[src/rtl/mbox_pkg.sv]
package mbox_pkg;
    localparam int unsigned WORD_W = 32;
    localparam logic [WORD_W-1:0] EMPTY_MARK = 32'hFFFF_FFFF;

    localparam logic [7:0] OFS_PEEK   = 8'h90;
    localparam logic [7:0] OFS_STATUS = 8'h98;
    localparam logic [7:0] OFS_CONFIG = 8'h9C;
    localparam logic [7:0] OFS_OBSTAT = 8'hB8;

    localparam int unsigned BIT_FULL  = 31;
    localparam int unsigned BIT_EMPTY = 30;
    localparam int unsigned BIT_IEN   = 0;
    localparam int unsigned BIT_PEND  = 4;

    typedef enum logic [2:0] {
        SEL_NONE,
        SEL_POP,
        SEL_PEEK,
        SEL_STATUS,
        SEL_CONFIG,
        SEL_OBSTAT
    } reg_sel_e;
endpackage

[src/rtl/mbox_shift_queue.sv]
module mbox_shift_queue
    import mbox_pkg::*;
#(
    parameter int unsigned DEPTH = 8,
    parameter int unsigned CNT_W = $clog2(DEPTH + 1)
) (
    input  logic              clk,
    input  logic              rst_n,
    input  logic              pop_i,
    input  logic              push_i,
    input  logic [WORD_W-1:0] push_data_i,
    output logic [WORD_W-1:0] head_o,
    output logic [CNT_W-1:0]  cnt_o,
    output logic              full_o,
    output logic              empty_o
);
    typedef struct packed {
        logic [DEPTH-1:0][WORD_W-1:0] slot;
        logic [CNT_W-1:0]             cnt;
    } q_t;

    q_t q_q, q_d;
    logic             do_pop, do_push;
    logic [CNT_W-1:0] base;

    always_comb begin
        q_d     = q_q;
        do_pop  = pop_i && (q_q.cnt != '0);
        do_push = push_i && (q_q.cnt != CNT_W'(DEPTH));
        if (do_pop) begin
            for (int i = 0; i < int'(DEPTH) - 1; i++) begin
                q_d.slot[i] = q_q.slot[i+1];
            end
            q_d.slot[DEPTH-1] = EMPTY_MARK;
        end
        base = q_q.cnt - CNT_W'(do_pop);
        if (do_push) begin
            for (int i = 0; i < int'(DEPTH); i++) begin
                if (CNT_W'(i) == base) begin
                    q_d.slot[i] = push_data_i;
                end
            end
        end
        q_d.cnt = base + CNT_W'(do_push);
    end

    always_ff @(posedge clk) begin
        if (!rst_n) begin
            q_q.cnt <= '0;
            for (int i = 0; i < int'(DEPTH); i++) begin
                q_q.slot[i] <= EMPTY_MARK;
            end
        end else begin
            q_q <= q_d;
        end
    end

    assign head_o  = q_q.slot[0];
    assign cnt_o   = q_q.cnt;
    assign full_o  = (q_q.cnt == CNT_W'(DEPTH));
    assign empty_o = (q_q.cnt == '0);
endmodule

[src/rtl/mbox_addr_decode.sv]
module mbox_addr_decode
    import mbox_pkg::*;
(
    input  logic [7:0] ofs_i,
    output reg_sel_e   sel_o
);
    always_comb begin
        sel_o = SEL_NONE;
        if (ofs_i[1:0] == 2'b00) begin
            if (ofs_i[7:4] == 4'h8) begin
                sel_o = SEL_POP;
            end else begin
                unique case (ofs_i)
                    OFS_PEEK:   sel_o = SEL_PEEK;
                    OFS_STATUS: sel_o = SEL_STATUS;
                    OFS_CONFIG: sel_o = SEL_CONFIG;
                    OFS_OBSTAT: sel_o = SEL_OBSTAT;
                    default:    sel_o = SEL_NONE;
                endcase
            end
        end
    end
endmodule

[src/rtl/mbox_regs.sv]
module mbox_regs
    import mbox_pkg::*;
#(
    parameter int unsigned DEPTH  = 8,
    parameter int unsigned ADDR_W = 12
) (
    input  logic              clk,
    input  logic              rst_n,
    input  logic              bus_valid,
    input  logic              bus_write,
    input  logic [ADDR_W-1:0] bus_addr,
    input  logic [3:0]        bus_be,
    input  logic [31:0]       bus_wdata,
    output logic              rd_valid,
    output logic [31:0]       rd_data,
    input  logic              push_valid,
    input  logic [31:0]       push_data,
    output logic              push_ready,
    input  logic              ob_full,
    input  logic              ob_empty,
    output logic              irq
);
    localparam int unsigned CNT_W = $clog2(DEPTH + 1);

    typedef struct packed {
        logic        ien;
        logic        rvalid;
        logic [31:0] rdata;
    } st_t;

    st_t st_q, st_d;

    reg_sel_e         sel;
    logic             whole, rd_req, wr_req, pop_req;
    logic [31:0]      head;
    logic [CNT_W-1:0] q_cnt;
    logic             q_full, q_empty;
    logic             ien_q;

    mbox_addr_decode u_dec (
        .ofs_i (bus_addr[7:0]),
        .sel_o (sel)
    );

    mbox_shift_queue #(.DEPTH(DEPTH), .CNT_W(CNT_W)) u_queue (
        .clk         (clk),
        .rst_n       (rst_n),
        .pop_i       (pop_req),
        .push_i      (push_valid),
        .push_data_i (push_data),
        .head_o      (head),
        .cnt_o       (q_cnt),
        .full_o      (q_full),
        .empty_o     (q_empty)
    );

    assign whole   = bus_valid && (bus_be == 4'hF);
    assign rd_req  = whole && !bus_write;
    assign wr_req  = whole && bus_write;
    assign pop_req = rd_req && (sel == SEL_POP);

    always_comb begin
        st_d        = st_q;
        st_d.rvalid = rd_req;
        if (rd_req) begin
            st_d.rdata = '0;
            unique case (sel)
                SEL_POP:    st_d.rdata = q_empty ? EMPTY_MARK : head;
                SEL_PEEK:   st_d.rdata = head;
                SEL_STATUS: begin
                    st_d.rdata[BIT_FULL]  = q_full;
                    st_d.rdata[BIT_EMPTY] = q_empty;
                end
                SEL_CONFIG: begin
                    st_d.rdata[BIT_IEN]  = st_q.ien;
                    st_d.rdata[BIT_PEND] = !q_empty;
                end
                SEL_OBSTAT: begin
                    st_d.rdata[BIT_FULL]  = ob_full;
                    st_d.rdata[BIT_EMPTY] = ob_empty;
                end
                default:    st_d.rdata = '0;
            endcase
        end
        if (wr_req && (sel == SEL_CONFIG)) begin
            st_d.ien = bus_wdata[BIT_IEN];
        end
    end

    always_ff @(posedge clk) begin
        if (!rst_n) begin
            st_q <= '0;
        end else begin
            st_q <= st_d;
        end
    end

    assign ien_q      = st_q.ien;
    assign rd_valid   = st_q.rvalid;
    assign rd_data    = st_q.rdata;
    assign push_ready = !q_full;
    assign irq        = st_q.ien && !q_empty;
endmodule

[config.mk]
export PLATFORM = sky130hd
export DESIGN_NAME = mbox_regs
export DESIGN_NICKNAME = d
export VERILOG_FILES = /design/src/rtl/mbox_pkg.sv /design/src/rtl/mbox_shift_queue.sv /design/src/rtl/mbox_addr_decode.sv /design/src/rtl/mbox_regs.sv
export SDC_FILE = /design/constraint.sdc
export NUM_CORES = 1
export LEC_CHECK = 0
export ABC_AREA = 1
export CAP_MARGIN = 20
export CORE_ASPECT_RATIO = 1.2
export CORE_MARGIN = 3
export CORE_UTILIZATION = 40
export CTS_BUF_LIST = sky130_fd_sc_hd__clkbuf_16
export CTS_CLUSTER_DIAMETER = 120
export DETAILED_ROUTE_END_ITERATION = 10
export DONT_BUFFER_PORTS = 1
export PLACE_DENSITY = 0.5
export SLEW_MARGIN = 20
export SYNTH_ARGS = -nofsm -noshare
export SYNTH_HDL_FRONTEND = slang
export SYNTH_SLANG_ARGS = --single-unit
export TNS_END_PERCENT = 1
[constraint.sdc]
create_clock -name clk -period 5.37 [get_ports clk]
set_input_delay 0.537 -clock clk [delete_from_list [all_inputs] [get_ports clk]]
set_output_delay 0.537 -clock clk [all_outputs]
set_load 0.01 [all_outputs]
Word level (Yosys, flattened, before mapping)
Cells that the tools add are included.
Widths: inputs -> output; s select.

operators by class
  $add $sub $neg = 2
  eq/ne operators = 20
  $mul = 0
  bitwise logic cells = 0
  order comparisons = 0
  shift operators = 0
  muxes and demuxes = 19
  div/mod/pow operators = 0
  reduce and logical (&&, ||, !) cells = 15

operators with widths
  operator            count
  $mux 256            2
  $mux 32             9
  $pmux 25 s2         1
  $eq 8x8->1 const B  4
  $eq 3x4->1 const A  4
  $eq 4x4->1 const B  3
  $pmux 3 s4          1
  $eq 2x4->1 const A  2
  $logic_and 1x1->1   8
  $logic_not 4->1     2
  $pmux 2 s4          1
  $eq 3x2->1 const B  2
  $eq 3x3->1 const B  2
  $mux 3              2
  $pmux 1 s3          2
  $pmux 3 s2          1
  $add 4x1->4         1
  $eq 1x4->1 const A  1
  $ne 4x4->1 const B  1
  $reduce_bool 4->1   1
  $sub 4x1->4         1
  $eq 3x1->1 const B  1
  $logic_not 1->1     3
  $logic_not 2->1     1

word-level totals
  memories kept = 0
  memory bits (read-only) = 0
  register bits = 294
  word-level logic and storage cells = 68
  output and inout bits = 35
  input bits = 87
  latch bits = 0
  memory bits (writable) = 0

Depth between registers and ports, before layout
Gate-level depths: netlist of run 1.

  depth after elaboration = 11
  gate-level depth with buffers = 20
  depth with buffers taken out = 16

Cells and area by module
A second synthesis of run 1 with hierarchy kept.

unflattened totals
  cells, all modules = 2349
  area total of the unflattened synthesis = 15018.2 µm²

by module, submodules not included
  module            area each (µm²)  times used  seq. area each (µm²)  cells each
  mbox_shift_queue  13141.4          1           5205.0                2057
  mbox_regs         1775.5           1           680.7                 269
  mbox_addr_decode  101.3            1           0.0                   23

Worst setup path before layout of run 1
OpenSTA, ideal clock, no wires.

  kind = input port to flip-flop
  start point = input bus_be[2]
  end point = register u_queue.q_q[175] in the netlist's numbering
  buffers on the path = 4
  path slack = 2.338 ns
  required time = 5.253 ns
  cell stages on the path = 18
  setup time = 0.117 ns
  data arrival time = 2.915 ns
  path through = nand2_1 > inv_1 > nand3_1 > nor2_2 > nand2_1 > buf_2 > buf_2 > buf_2 > inv_1 > ha_1 > ha_1 > xor2_1 > inv_2 > nor2_2 > nand2_1 > clkbuf_1 > o211ai_1 > nand2_1

on the way
  word-level cells in the longest chain between the ends = 9
  elaborated cells between the ends (all ways) = 10
  classes of those cells = add/sub (1); eq/ne (2); mux (3); reduce/logical (4)

RTL lines
  what                  line                    source
  from (decl)           mbox_regs.sv:12         input logic [3:0] bus_be,
  $eq 4x4->1 *          mbox_regs.sv:57         assign whole = bus_valid && (bus_be == 4'hF);
  $logic_and 1x1->1 *   mbox_regs.sv:57
  $logic_and 1x1->1 *   mbox_regs.sv:58         assign rd_req = whole && !bus_write;
  $logic_and 1x1->1 *   mbox_regs.sv:60         assign pop_req = rd_req && (sel == SEL_POP);
  $logic_and 1x1->1 *   mbox_shift_queue.sv:28  do_pop = pop_i && (q_q.cnt != '0);
  $sub 4x1->4           mbox_shift_queue.sv:36  base = q_q.cnt - CNT_W'(do_pop);
  $eq 3x4->1            mbox_shift_queue.sv:39  if (CNT_W'(i) == base) begin
  $mux 32               mbox_shift_queue.sv:39
  $mux 256 *            mbox_shift_queue.sv:37  if (do_push) begin
  to (signal assigned)  mbox_shift_queue.sv:54  q_q <= q_d;
  to (decl)             mbox_shift_queue.sv:22  q_t q_q, q_d;

Mark *: on every way between the ends. The rest lies on a longest branch, timed or not.
A chain may end at the register's enable or synchronous reset.

Worst setup path in the final report of run 1
  start point = register u_queue.q_q, in the netlist u_queue.cnt_o[0]
  end point = register u_queue.q_q[228] in the netlist's numbering

on the way
  word-level cells in the longest chain between the ends = 6
  elaborated cells between the ends (all ways) = 9
  classes of those cells = add/sub (1); eq/ne (2); mux (3); reduce/logical (3)

RTL lines
  what               line
  $reduce_bool 4->1  mbox_shift_queue.sv:28
  $logic_and 1x1->1  mbox_shift_queue.sv:28
  $sub 4x1->4        mbox_shift_queue.sv:36
  $eq 3x4->1         mbox_shift_queue.sv:39
  $mux 32            mbox_shift_queue.sv:39
  $mux 256 *         mbox_shift_queue.sv:37

Marks and branches as above.

==> results of run 1 <==
worst register-to-register path: stages, from the launching register on:
cell and delay (ns):
dfxtp_1 0.30, inv_1 0.12, nand2_1 0.08, nor2_2 0.22
nor2_1 0.12, nand2_4 0.43, inv_1 0.10, ha_1 0.23
ha_1 0.20, xor2_1 0.38, inv_2 0.09, nor2_2 0.22
nand2_2 0.55, inv_2 0.83, nand2_1 0.11, nand2_1 0.10
nand2_1 0.05
stage by stage:
step / hold WS [ns] / area [um2] / util, % / std cells / setup WS (ns)
floorplan: 0.4427 / 13690 / - / 1973 / 2.338
global placement: 0.4552 / 13690 / 40.94 / 2270 / 0.8750
detailed placement: 0.4549 / 13690 / 40.94 / 2270 / 0.8440
CTS: 0.07506 / 14740 / 44.09 / 2331 / 1.070
global route: 0.08449 / 14770 / 44.18 / 2332 / 0.6134
finish: 0.1057 / 14770 / 44.18 / 2332 / 1.122
cells by family (layout without fill, tap and decap cells):
logic type | Yosys count | in the layout | share of synthesized area (%)
AOI/OAI and AO/OA | 520 | 520 | 23.13
buffers and inverters | 460 | 369 | 13.23
and+or+nand+nor | 694 | 694 | 20.22
adders and majority gates | 4 | 4 | 0.3655
xor gates and xnor gates | 1 | 1 | 0.06398
DFF | 294 | 294 | 42.99
power groups by stage:
stage	Sequential [uW]	Combinational [uW]	Clock (uW)
floorplan	2320	285	0
global placement	2340	308	0
detailed placement	2340	315	0
CTS	2290	317	2300
global route	2300	366	2370
finish	2290	313	2220
registers in the layout, summed over array words and instances (netlist names):
signal and cells:
ien_q 1, rd_data 32, rd_valid 1, u_queue.cnt_o 4
u_queue.head_o 32, u_queue.q_q 224
synth_stat cells:
master    instances
a21oi_1         260
a21oi_2           1
buf_1            32
buf_2            62
buf_4             2
clkbuf_1         76
clkinv_1          1
dfxtp_1         294
ha_1              4
inv_1           282
inv_2             5
nand2_1         616
nand2_2           1
nand3_1          19
nand3b_1         32
nand4_1           2
nor2_1           19
nor2_2            5
o211ai_1        224
o21ai_0          35
xor2_1            1
per-layer routing:
layer | wire length [um] | part of all wire (%) | GRT usage (%) | up-vias
li1 | - | - | - | 6145
met4 | 642 | 1.8 | 4.817 | 0
met3 | 1906 | 5.4 | 3.471 | 48
met5 | 0 | 0 | 0 | -
met2 | 15470 | 44 | 30.76 | 232
met1 | 17360 | 49 | 26.69 | 5150
final cells by class:
| type | count | share of cell area (%) |
|---|---|---|
| Clock buffer | 37 | 6.269 |
| Inverter | 288 | 7.353 |
| Sequential cell | 294 | 39.85 |
| Clock inverter | 24 | 0.8556 |
| Tap cell | 450 | 3.812 |
| Timing Repair Buffer | 20 | 1.177 |
| Multi-Input combinational cell | 1219 | 40.69 |
final timing paths:
check | start | slack (ns) | cells past startpoint | end
min | rst_n | 0.11 | 1 | u_queue.q_q[233]
max reg2reg | u_queue.cnt_o[0] | 1.12 | 16 | u_queue.q_q[228]
max | u_queue.cnt_o[0] | 1.12 | 16 | u_queue.q_q[228]
min reg2reg | u_queue.head_o[23] | 0.46 | 2 | rd_data[23]
layout by cell type (no fill, tap or decap):
| cell | synthesis | final |
|---|---|---|
| clkinv_1 | 1 | 9 |
| bufinv_16 | 0 | 1 |
| ha_1 | 4 | 4 |
| buf_4 | 2 | 18 |
| dfxtp_1 | 294 | 294 |
| nand4_1 | 2 | 2 |
| buf_16 | 0 | 1 |
| nand2_4 | 0 | 1 |
| nand2_1 | 616 | 615 |
| a21oi_2 | 1 | 1 |
| a21oi_1 | 260 | 260 |
| xor2_1 | 1 | 1 |
| nand3b_1 | 32 | 32 |
| nand3_1 | 19 | 19 |
| nand2_2 | 1 | 1 |
| o21ai_0 | 35 | 35 |
| inv_1 | 282 | 291 |
| o211ai_1 | 224 | 224 |
| clkbuf_16 | 0 | 37 |
| nor2_1 | 19 | 16 |
| nor2_2 | 5 | 8 |
| inv_2 | 5 | 5 |
| clkinv_2 | 0 | 4 |
| buf_6 | 0 | 1 |
| inv_6 | 0 | 2 |
==> results.toml, run 1 <==
[clocking]
cts-root-buf = "clkbuf_16"
cts_resized = 0
clock_latency_ns = 0.53
path_clk_slew_ns = 0.06
cts_setup_buffers = 0
ctsHoldBuffers = 0
cts_tree = "done"
cts_max_path_buffers = 3
clock_sinks = 294
h-tree-depth = 2
cts_buffers = 35

[floorplan]
die_y_um = 208.7
core_area_um2 = 33430
num_rows = 73
start_util_pct = 40.96
die_area_um2 = 36490
die_w_um = 174.9
pin_count = 122

[power_and_ir_drop]
p_int_uw = 3654
power_uw = 4828
p_leak_uw = 0.007291
seqPwrFrac_pct = 47.5
p_switching_uw = 1174
pwr-share-clk_pct = 46.0
ir_drop_uv = 161.3
switching_share_pct = 24.31
combPwrFrac_pct = 6.5
power_density_nw_per_um2 = 326.9

[yosys]
syn_inst = 1973
synth_area_per_cell_um2 = 6.940
synth_top_area_cell = "dfxtp_1"
ys_seq_area_share_pct = 42.99
netlist.area_leader.share_pct = 42.99
yosys_warnings = 0
syn-num-nets = 2064
ys_ff_latch = 294
synth_area_leaders = "dfxtp_1 (43%), nand2_1 (17%), o211ai_1 (12%)"
synth_area_um2 = 13690
yosysUniqueCellTypes = 21

[run]
drv_cap = 0

[timing]
layout_min_cycle_time_ns = 4.248
fin_crit_sh_pct = 79.10
max_freq_mhz = 235.4
hold_violations = 0
finClkSkew_ns = 0.02223
grt_setup_unrepaired = "false"
relSlewSlack_pct = 34.76
tightest_slew_ns = 0.9786
setup_violations = 0
tns_ns = 0
maxSlewViolCount = 0

[cells_and_area]
seqCellArea_um2 = 5886
multi_input_area_um2 = 6010
final_net_count = 1949
nFillCells = 3516
syn_to_final_growth_pct = 7.877
n_antenna_cell = 0
drive_gt1_share_pct = 4.251

[min_path]
worst_hold_path_type = "input pin to flop"

[critical_path]
cp-start-kind = "flop"
worstSetupPathType = "flop to flop"
cp-end-kind = "flop"
cp_common_cell = "nand2_1"
cp.arrival_ns = 4.65
path_delay_family = "simple AND/OR/NAND/NOR gates"
path_cells = "inv_1 -> nand2_1 -> nor2_2 -> nor2_1 -> nand2_4 -> inv_1 -> ha_1 -> ha_1 -> xor2_1 -> inv_2 -> nor2_2 -> nand2_2 -> inv_2 -> nand2_1 -> nand2_1 -> nand2_1"
crit_buf_inv = 4
max_stage_delay_ns = 0.82
crit_fanout = 56
cp.required_ns = 5.77
crit_slowest_cell = "inv_2"

[global_routing]
antenna_found_initial = 0
grt_usage_pct = 19.15
grt_max_degree = 126
overflow = 0
grt_pass1_wl_mm = 57.86
grt_pass1_vias = 10600

[drt]
drc = 0
drtIter0Drc = 697
dr.pass1.iters = 5
vias = 11580
drt_wl_total_mm = 35.38
ant_nets = 0
post_drt_wl_per_cell_um = 15.17
viasPerCell = 4.964

[place]
numPortBuffers = 0
gp_congestion = 0.7600
dp_hpwl_mm = 20.26

[status]
status = "finished clean"
(Power assumes the default switching activity.)
==> run 2, diff against run 1 <==
- ABC_AREA: 1 -> 0
- PLACE_DENSITY: 0.5 -> 0.52
- clock period: 5.37 -> 3.65 ns (I/O delays scaled with it)
==> results.toml, run 2 <==
[drt]
drc = 0
post_drt_wl_per_cell_um = 17.46
vias = 9969
drt_wl_total_mm = 31.12
dr.pass1.iters = 5
viasPerCell = 5.594
drtIter0Drc = 1063
ant_nets = 0

[cells_and_area]
largest_reg_flops = 224
final_net_count = 1465
nFillCells = 2923
layout_commonest_cell = "nand2_1"
n_antenna_cell = 0
drive_gt1_share_pct = 6.442
fin_cells = 1782
post-route-util_pct = 46.59
syn_to_final_growth_pct = 13.57
top_register = "u_queue.q_q"
design_area_um2 = 13520
final_cell_mix = "nand2_1 (482), dfxtp_1 (294), a32oi_1 (224)"

[critical_path]
cp.arrival_ns = 3.71
crit_buf_inv = 2
path_cells = "nor4_1 -> or4_4 -> clkinv_4 -> ha_4 -> ha_4 -> nor2b_4 -> a21oi_2 -> o22a_1 -> buf_4 -> nor3_1 -> o21ai_1"
path_delay_family = "simple AND/OR/NAND/NOR gates"
cp-end-kind = "flop"
worstSetupPathType = "flop to flop"
crit_fanout = 32
cp_common_cell = "ha_4"
cp-start-kind = "flop"
crit_slowest_cell = "nor4_1"
r2r_setup_slack_ns = 0.40
max_stage_delay_ns = 0.71
r2r-end = "u_queue.q_q[251]"
ff2ff_path_depth = 11
cp.required_ns = 4.12
r2r_start = "u_queue.cnt_o[3]"

[timing]
finClkSkew_ns = 0.01403
layout_min_cycle_time_ns = 3.245
fin_crit_sh_pct = 88.91
setup_violations = 0
final.setup.worst_slack_ns = 0.4048
tightest_slew_ns = 0.9214
whs_ns = 0.02364
relSlewSlack_pct = 38.57
hold_violations = 0
max_freq_mhz = 308.1
maxSlewViolCount = 0
grt_setup_unrepaired = "false"

[place]
gp_congestion = 0.7408
dpl_worst_slack_ns = 0.1714
dp.cells = 1693
dp_hpwl_mm = 18.45
numPortBuffers = 0
dpl-instance-area_um2 = 12210

[min_path]
min_delay_worst_endpoint = "u_queue.q_q[232]"
worst_hold_path_type = "input pin to flop"
holdPathStages = 2
holdCritStartpoint = "push_data[4]"

[yosys]
yosysUniqueCellTypes = 37
ys_ff_latch = 294
syn_inst = 1415
synth_area_leaders = "dfxtp_1 (49%), a32oi_1 (16%), nand2_1 (15%)"
yosys_warnings = 0
syn-num-nets = 1506
async_flop_share_pct = 0
synth_area_um2 = 11900
synth_most_common_cell = "nand2_1"
synth_flop_cell = "dfxtp_1"
synth_top_area_cell = "dfxtp_1"
synth_area_per_cell_um2 = 8.412
synth_edf_count = 0
netlist.area_leader.share_pct = 49.45
synth_commonest_cells = "nand2_1 (482), dfxtp_1 (294), a32oi_1 (224), clkbuf_1 (107), nor2_1 (47)"
ys_seq_area_share_pct = 49.45

[clocking]
clock_sinks = 294
cts_tree = "done"
cts_setup_buffers = 0
clock_latency_ns = 0.55
ctsHoldBuffers = 33
cts_max_path_buffers = 3
h-tree-depth = 1
path_clk_slew_ns = 0.06
cts-root-buf = "clkbuf_16"
cts_resized = 0
cts_buffers = 31

[floorplan]
num_rows = 68
die_area_um2 = 31870
pin_count = 122
die_w_um = 163.5
die_y_um = 195.0
core_area_um2 = 29010
start_util_pct = 41.03

[power_and_ir_drop]
switching_share_pct = 23.01
p_switching_uw = 1537
ir_drop_uv = 285.0
seqPwrFrac_pct = 49.7
p_leak_uw = 0.005528
power_density_nw_per_um2 = 494.4
combPwrFrac_pct = 5.6
pwr-share-clk_pct = 44.8
p_int_uw = 5146

[global_routing]
grt_usage_pct = 18.96
grt_pass1_vias = 9110
met1_usage_pct = 30.86
grt_max_degree = 173
antenna_found_initial = 0
grtUsageMet2_pct = 25.91
grt_pass1_wl_mm = 50.90
grt_util_met3_pct = 3.389
grt-busiest-layer = "met1"
overflow = 0

[status]
status = "finished clean"

[run]
drv_cap = 0
[run 2: changes by cell type in the layout (fill, tap and decap cells not counted), sizes merged, moves of 30 or more]
cell,delta
o211ai,-222
o21ai,+30
inv,-283
nand3b,-30
nand2,-135
a211oi,+32
dlygate4sd3,+32
nor3,+37
a21oi,-220
a32oi,+224
[run 2: worst max path at each step]
stage | depth (start not counted) | to | startpoint | slack (ns)
detailed placement | 12 | u_queue.q_q[251] | bus_addr[1] | 0.17
global placement | 12 | u_queue.q_q[193] | bus_addr[1] | 0.22
global route | 11 | u_queue.q_q[232] | u_queue.cnt_o[3] | 0.16
finish | 11 | u_queue.q_q[251] | u_queue.cnt_o[3] | 0.40
CTS | 11 | u_queue.q_q[232] | u_queue.cnt_o[3] | 0.42
floorplan | 18 | u_queue.q_q[193] | bus_addr[1] | -0.1
[run 2: power by group through the flow]
| stage | combinational (uW) | clock, uW | sequential, uW |
|---|---|---|---|
| final | 371 | 2990 | 3320 |
| after global routing | 411 | 3220 | 3330 |
| after CTS | 373 | 3090 | 3320 |
| after detailed placement | 329 | 0 | 3390 |
| after global placement | 327 | 0 | 3390 |
| after floorplan | 227 | 0 | 3380 |
[run 2: kinds of logic (layout without fill, tap and decap cells)]
logic type                 Yosys count  in the layout  synth area share, %
AOI/OAI and AO/OA                  374            374                23.73
xor gates and xnor gates             4              4               0.2944
adders and majority gates            4              4               0.4205
buffers and inverters              146            128                6.349
DFF                                294            294                49.45
and+or+nand+nor                    593            593                19.76
[run 2: final cells by class]
type                            count  area [um2]  area share [%]
Timing Repair Buffer               62       765.7           5.665
Multi-Input combinational cell    975        5385           39.84
Clock inverter                     25       181.4           1.342
Sequential cell                   294        5886           43.54
Tap cell                          385       481.7           3.563
Clock buffer                       31       775.7           5.739
Inverter                           10       42.54          0.3147
[run 2: worst reg2reg max path, cell delays in order (launching register included)]
cell	delay [ns]
dfxtp_1	0.40
nor4_1	0.71
or4_4	0.30
clkinv_4	0.09
ha_4	0.18
ha_4	0.18
nor2b_4	0.13
a21oi_2	0.16
o22a_1	0.31
buf_4	0.42
nor3_1	0.11
o21ai_1	0.16
[run 2: routing by layer]
| layer | routed length [um] | share of wire [%] |
|---|---|---|
| met5 | 0 | 0 |
| met4 | 377 | 1.2 |
| met3 | 2312 | 7.4 |
| met2 | 12570 | 40 |
| met1 | 15870 | 51 |
[run 2: per-stage QoR]
step,total power (uW),setup TNS [ns]
floorplan,3605,-17.11
global placement,3717,0
detailed placement,3721,0
CTS,6783,0
global route,6961,0
finish,6683,0
